===== config.mk =====
export PLATFORM = sky130hd
export DESIGN_NAME = split_uframe_sched
export DESIGN_NICKNAME = d
export VERILOG_FILES = /design/src/rtl/split_uframe_sched.sv
export SDC_FILE = /design/constraint.sdc
export NUM_CORES = 1
export LEC_CHECK = 0
export CAP_MARGIN = 20
export CORE_UTILIZATION = 45
export DETAILED_ROUTE_END_ITERATION = 8
export GPL_TIMING_DRIVEN = 1
export PLACE_DENSITY = 0.81
export REMOVE_ABC_BUFFERS = 1
export SETUP_SLACK_MARGIN = 0.3
export SYNTH_ARGS = -nofsm -noshare
export SYNTH_HDL_FRONTEND = slang
export SYNTH_SLANG_ARGS = --single-unit

===== constraint.sdc =====
create_clock -name clk -period 2.3 [get_ports clk]
set_clock_uncertainty 0.05 [all_clocks]
set_input_delay 0.345 -clock clk [delete_from_list [all_inputs] [get_ports clk]]
set_output_delay 0.345 -clock clk [all_outputs]
set_load 0.01 [all_outputs]

===== src/rtl/split_uframe_sched.sv =====
`timescale 1ns/1ps
module split_uframe_sched #(
  parameter int UF_PER_FRAME = 8,
  parameter int FRAME_W      = 11,
  parameter int LATE_UF      = 4
) (
  input  logic                    clk,
  input  logic                    rst,
  input  logic                    tick,
  input  logic [FRAME_W-1:0]      frame_idx,
  input  logic [$clog2(UF_PER_FRAME)-1:0] uframe_idx,
  input  logic [1:0]              ep_speed,
  input  logic [UF_PER_FRAME-1:0] smask,
  input  logic [UF_PER_FRAME-1:0] cmask,
  output logic                    act_valid,
  output logic [1:0]              act_code,
  output logic [1:0]              tok_ep_type,
  output logic                    cfg_err,
  output logic                    wrap_pend
);
  localparam int UF_W = $clog2(UF_PER_FRAME);
  localparam logic [1:0] SPD_FULL = 2'b00;
  localparam logic [1:0] SPD_LOW  = 2'b01;
  localparam logic [1:0] ACT_IDLE = 2'b00;
  localparam logic [1:0] ACT_SS   = 2'b01;
  localparam logic [1:0] ACT_CS   = 2'b10;
  localparam logic [1:0] EPT_INTR = 2'b11;

  logic               busy;
  logic [UF_W-1:0]    sp;
  logic [FRAME_W-1:0] sf;
  logic [UF_PER_FRAME-1:0] above_u, below_u, below_sp;

  always_comb begin
    for (int i = 0; i < UF_PER_FRAME; i++) begin
      above_u[i]  = i > int'(uframe_idx);
      below_u[i]  = i < int'(uframe_idx);
      below_sp[i] = i < int'(sp);
    end
  end

  wire split_en   = (ep_speed == SPD_FULL || ep_speed == SPD_LOW) && |smask;
  wire same_frame = frame_idx == sf;
  wire next_frame = frame_idx == FRAME_W'(sf + 1'b1);
  wire [UF_PER_FRAME-1:0] wrap_bits = cmask & below_sp;

  wire do_start = split_en && smask[uframe_idx];
  wire in_cs    = busy && same_frame && (uframe_idx > sp) && cmask[uframe_idx];
  wire wrap_cs  = busy && wrap_pend && next_frame && (uframe_idx < sp) && cmask[uframe_idx];
  wire do_cs    = split_en && !do_start && (in_cs || wrap_cs);
  wire rem_in   = |(cmask & above_u) || wrap_pend;
  wire rem_wrap = |(wrap_bits & above_u);
  wire stale    = busy && !(same_frame || (wrap_pend && next_frame && uframe_idx < sp));
  wire new_wrap = (int'(uframe_idx) >= LATE_UF) && |(cmask & below_u);

  always_ff @(posedge clk) begin
    if (rst) begin
      act_valid   <= 1'b0;
      act_code    <= ACT_IDLE;
      tok_ep_type <= 2'b00;
      cfg_err     <= 1'b0;
      wrap_pend   <= 1'b0;
      busy        <= 1'b0;
      sp          <= '0;
      sf          <= '0;
    end else begin
      cfg_err     <= split_en && |(smask & cmask);
      act_valid   <= tick;
      act_code    <= ACT_IDLE;
      tok_ep_type <= 2'b00;
      if (tick) begin
        if (!split_en) begin
          busy      <= 1'b0;
          wrap_pend <= 1'b0;
        end else if (do_start) begin
          act_code    <= ACT_SS;
          tok_ep_type <= EPT_INTR;
          sp          <= uframe_idx;
          sf          <= frame_idx;
          wrap_pend   <= new_wrap;
          busy        <= |(cmask & above_u) || new_wrap;
        end else if (do_cs) begin
          act_code    <= ACT_CS;
          tok_ep_type <= EPT_INTR;
          if (wrap_cs) begin
            busy      <= rem_wrap;
            wrap_pend <= rem_wrap;
          end else begin
            busy      <= rem_in;
          end
        end else if (stale) begin
          busy      <= 1'b0;
          wrap_pend <= 1'b0;
        end
      end
    end
  end

  AST_SPLIT_GATED: assert property (@(posedge clk) disable iff (rst)
    (act_code != ACT_IDLE) |-> $past(split_en));
  AST_START_ON_MASK: assert property (@(posedge clk) disable iff (rst)
    (act_code == ACT_SS) |-> $past(smask[uframe_idx]));
  AST_CS_NEEDS_START: assert property (@(posedge clk) disable iff (rst)
    (act_code == ACT_CS) |-> $past(busy && cmask[uframe_idx]));
  AST_WRAP_ONLY_LATE: assert property (@(posedge clk) disable iff (rst)
    $rose(wrap_pend) |-> (int'($past(uframe_idx)) >= LATE_UF));
  AST_ERR_ON_OVERLAP: assert property (@(posedge clk) disable iff (rst)
    cfg_err |-> $past(|(smask & cmask)));
  AST_STROBE_FROM_TICK: assert property (@(posedge clk) disable iff (rst)
    act_valid |-> $past(tick));
endmodule


Word-level counts from Yosys, hierarchy flattened
Cells that the tools add are included.
{"block": "op_classes", "add_sub_neg": 1, "magnitude_cmp": 25, "n_eq_ne": 5, "muxes": 17, "bitwise_logic": 7, "n_reduce_logical": 34}
{"cell": "$reduce_or A8 Y1", "n": 5}
{"cell": "$and A8 B8 Y8", "n": 3}
{"cell": "$eq A11 B11 Y1", "n": 2}
{"cell": "$lt A3 B3 Y1 const A", "n": 6}
{"cell": "$and A8 B7 Y8", "n": 2}
{"cell": "$logic_and A1 B1 Y1", "n": 16}
{"cell": "$gt A3 B3 Y1 const A", "n": 4}
{"cell": "$lt A1 B3 Y1 const A", "n": 4}
{"cell": "$lt A2 B3 Y1 const A", "n": 4}
{"cell": "$mux W1", "n": 12}
{"cell": "$add A11 B1 Y11 const B", "n": 1}
{"cell": "$bmux W1 S3", "n": 2}
{"cell": "$gt A2 B3 Y1 const A", "n": 2}
{"cell": "$mux W2", "n": 3}
{"cell": "$reduce_and A3 Y1", "n": 2}
{"cell": "$logic_or A1 B1 Y1", "n": 5}
{"cell": "$lt A3 B4 Y1 const B", "n": 1}
{"cell": "$ne A4 B1 Y1 const B", "n": 1}
{"cell": "$ne A4 B4 Y1 const B", "n": 1}
{"cell": "$reduce_or A4 Y1", "n": 1}
{"cell": "$ge A3 B3 Y1 const B", "n": 1}
{"cell": "$gt A1 B3 Y1 const A", "n": 1}
{"cell": "$gt A3 B3 Y1", "n": 1}
{"cell": "$lt A3 B3 Y1", "n": 1}
{"cell": "6 further kinds", "n": 8}
{"block": "word_totals", "reg_bits": 22, "inputBits": 35}

Longest topological paths before layout
{"block": "logic_depth", "ltp_word": 11, "mapped_depth": 10}

Worst setup path after synthesis
No wires, ideal clock.
{"block": "synth_timing", "kind": "input -> register", "startpoint": "input uframe_idx[0]", "endpoint": "register wrap_pend", "setup_ns": 0.072, "arrival_ns": 2.228, "required_time_ns": 2.178, "path_slack_ns": -0.049, "path_stages": 7, "cell_sequence": "buf_2 > mux4_2 > mux2_2 > a211oi_1 > o21ai_0 > o21ai_0 > mux2i_1"}
{"block": "synth_via", "elab_chain_len": 9, "word_cells_on_any_way": 46, "cone_classes": "17 x order compare; 2 x eq/ne; 8 x mux; 2 x bitwise; 17 x reduce/logical"}
{"element": "from (decl)", "line_no": "11", "rtl": "input logic [$clog2(UF_PER_FRAME)-1:0] uframe_idx,"}
{"element": "parallel branches: the longest is 9 deep, another holds $gt A1 B3 Y1"}
{"element": "to (signal assigned)", "line_no": "80", "rtl": "wrap_pend <= new_wrap;"}
{"element": "to (signal assigned)", "line_no": "87", "rtl": "wrap_pend <= rem_wrap;"}
{"element": "to (decl)", "line_no": "19", "rtl": "output logic wrap_pend"}
Parallel ways; which one is timed is not known. The select of a mux whose other input is x is not followed.
A chain may end at the register's enable or synchronous reset.

Worst setup path after layout
{"block": "layout_timing", "startpoint": "register sp[2]", "endpoint": "register busy"}
{"block": "layout_via", "elab_chain_len": 8, "word_cells_on_any_way": 28, "cone_classes": "9 x order compare; 1 x eq/ne; 4 x mux; 2 x bitwise; 12 x reduce/logical"}
{"element": "from (decl)", "line_no": "30", "rtl": "logic [UF_W-1:0] sp;"}
{"element": "from (signal assigned)", "line_no": "78", "rtl": "sp <= uframe_idx;"}
{"element": "$lt A1 B3 Y1 (tied with other cells)", "line_no": "38", "rtl": "below_sp[i] = i < int'(sp);"}
{"element": "$and A8 B7 Y8 (tied with other cells)", "line_no": "45", "rtl": "wire [UF_PER_FRAME-1:0] wrap_bits = cmask & below_sp;"}
{"element": "$and A8 B8 Y8 (tied with other cells)", "line_no": "52", "rtl": "wire rem_wrap = |(wrap_bits & above_u);"}
{"element": "$reduce_or A8 Y1 / $logic_or A1 B1 Y1 (equally long branches)", "line_no": "52, 50"}
{"element": "$mux W1 / $logic_and A1 B1 Y1 (equally long branches)", "line_no": "85, 50"}
{"element": "$mux W1", "line_no": "82", "rtl": "end else if (do_cs) begin"}
{"element": "$mux W1", "line_no": "75", "rtl": "end else if (do_start) begin"}
{"element": "$mux W1", "line_no": "72", "rtl": "if (!split_en) begin"}
{"element": "to (signal assigned)", "line_no": "81", "rtl": "busy <= |(cmask & above_u) || new_wrap;"}
{"element": "to (signal assigned)", "line_no": "86", "rtl": "busy <= rem_wrap;"}
{"element": "to (signal assigned)", "line_no": "89", "rtl": "busy <= rem_in;"}
{"element": "to (decl)", "line_no": "29", "rtl": "logic busy;"}
Parallel ways exist; a longest one is shown, timed or not.

==> impl_results.md <==
- Clk sinks: 21
- DRT Wirelength: around 7.7 mm
- Area grow syn2layout: 64.9%
- CTS Buf Count: 3
- Layout cell share with drive strength beyond 1: 37.8%
- Port buffer count: 40
- Min Tclk post-route: about 2.4 ns
- Final WS setup: -0.130 ns
- Top Ports: 42
- Power Density: ~370 nW/um^2
- Max_cap viols: 0
- GP Congestion: ~0.94
- Largest net degree at the start of global routing: 15
- Yosys cell types: between 50 and 60
- Initial antenna violation count: 0
- Slew headroom: approximately three fifths
- Iteration-0 DRC count of the detailed router: 261
- Worst hold-check path type: in2reg
- Main synth FF type: dfxtp_1
- H-tree depth: 1
- Clock slew at reported path FFs: approximately 0.090 ns
- TritonRoute pass-1 iters: 8
- Pre-CTS setup slack: -0.487 ns
- Clock latency on the worst-skew pair: approximately 0.28 ns
- CP Class: reg2reg
- Commonest cells after routing, fill and taps aside: buf_4 (67), clkdlybuf4s50_1 (28), nor2_1 (25), dfxtp_1 (15), mux2i_1 (13)
- Gr ovfl total: 0
- Failing checks: negative setup slack
- Worst endpoint required time: 2.48 ns
- Fin crit share: 106%
- Die width: around 65 um
- Root buf cell: clkbuf_8
- Critical Path Source Type: flip-flop
- Post-synthesis cell count: 210
- Critical path fanouts, max: 3
- Row count: 22
- Max frequency: around 400 MHz
- Finish-stage setup viols: 4
- CTS tree: done
- DRC errors left: 0
- Register bit total from synthesis: 21
- Worst slew pin tran: about 0.6 ns
- Crit path DAT: 2.61 ns
- Initial core utilization: about 48%
- Routed Antenna Nets: 0
- Worst VDD drop: ~0.00032 V
- Ys Warns: 0
- Nets: 355
- Number of flops mapped to enable cells by yosys: 0
- Setup crit end kind: flip-flop
- Max Slew Vio Count: 0
- Core box area: ~3700 um^2
- CTS Buffer Depth: 2
- Layout filler cell count: 240
- Sequential area share after synthesis: a little under a quarter
- Vias: ~2400
- Routed vias/inst: 6.58
- Vias in the first global route: ~2100
- Die ar.: 4250 um^2
- ANT cells: 0
- Commonest non-fill, non-tap cell in the layout: buf_4
- Chip height: 65.2 um
- Total GRT Usage: 31.0%
- Status: finished, violations left
- Ys async rst share: 0%
- Mapped Area: around 1800 um^2
- Post-DP HPWL: approximately 4.2 mm
- Drt wl/cell: approximately 21 um
- Global-route wire length before repair: roughly 10 mm
- Leakage: 1.24 nW
- Pwr Total: around 1.1 mW
- Final Hold Fails: 0
- RSZ-0062 raised after global routing: yes
- Avg Inst Size Synth: between 8 and 9 um^2
-- critical path, cell delays in order, from the launching register on --
cell and delay, ns:
dfxtp_1 0.37, inv_1 0.11, ha_4 0.31, a21oi_2 0.06, buf_4 0.13, a32oi_1 0.26
nor4b_1 0.51, a41oi_1 0.25, o21ai_1 0.17, a21oi_1 0.10, o21ai_2 0.05
-- logic make-up (layout without fill, tap and decap cells) --
| logic type | count (synthesis) | count (layout) | synth area share (%) |
|---|---|---|---|
| AO/OA/AOI/OAI | 54 | 54 | 22.1 |
| XOR/XNOR | 15 | 15 | 7.32 |
| adder cells (fa/ha/maj) | 4 | 4 | 2.79 |
| buffers and inverters | 16 | 121 | 6.13 |
| flip-flops | 21 | 21 | 23.4 |
| multiplexers | 18 | 18 | 12.9 |
| AND/OR/NAND/NOR | 82 | 82 | 25.4 |
-- timing repair --
item	in CTS	in global routing
setup buffers	3	5
setup endpoints to repair	18	10
resized for setup	43	18
hold buffers	0	0
pin swaps	7	8
cloned	1	0
-- state kept, by name, summed over array words and instances (netlist names) --
name         cells
cfg_err          1
act_code         2
tok_ep_type      1
wrap_pend        1
sp               3
busy             1
sf              11
act_valid        1
-- layer usage --
layer	up-vias	track usage, %	part of all wire [%]
met5	-	0	0
met4	0	15.2	8.5
met3	83	5.21	11
met2	208	52.7	44
met1	1089	37.4	36
li1	1009	-	-
-- where the power goes --
group	leakage, nW	switching (mW)	internal, mW
sequential	0.174	0.0138	0.378
combinational	1.04	0.212	0.233
clock	0.0255	0.144	0.122
-- worst paths after layout --
path / start / end / slack (ns) / cells after the start
max: sp[2] / busy / -0.13 / 10
min reg2reg: sf[10] / sf[10] / 0.50 / 2
max reg2reg: sp[2] / busy / -0.13 / 10
min: frame_idx[9] / sf[9] / 0.46 / 3
-- synth_stat cells (4+ instances only) --
master | instances | area, um^2
nor2b_1 | 7 | 43.8
ha_1 | 4 | 50.1
nand4_1 | 6 | 37.5
mux4_2 | 4 | 90.1
a22oi_1 | 4 | 30.0
xnor2_1 | 12 | 105
o21ai_0 | 10 | 50.1
dfxtp_1 | 21 | 420
nor4_1 | 5 | 31.3
a21oi_1 | 11 | 55.1
inv_1 | 5 | 18.8
nor2_1 | 25 | 93.8
mux2i_1 | 13 | 130
nand3_1 | 9 | 45.0
nand2_1 | 8 | 30.0
o211ai_1 | 5 | 37.5
-- metrics by stage --
stage          hold slack [ns]  area, um^2  std cells  TNS (ns)  util [%]
4_1_cts                  0.455        2860        358         0      76.5
3_5_place_dp             0.460        2650        350     -5.70      70.8
3_3_place_gp             0.448        2650        350     -4.74      70.8
2_1_floorplan            0.367        1700        199   -0.0378         -
5_1_grt                  0.504        2960        363    -0.671      79.1
6_report                 0.465        2960        363    -0.276      79.1
-- final cells by class --
type	count	area, um^2	share of cell area (%)
timing repair buffer	112	970	32.7
multi-input combinational	173	1430	48.4
sequential	21	433	14.6
clock buffer	3	41.3	1.39
tap	48	60.1	2.03
clock inverter	1	5.00	0.169
inverter	5	18.8	0.634
No activity file was read; power rests on OpenSTA's default activity.
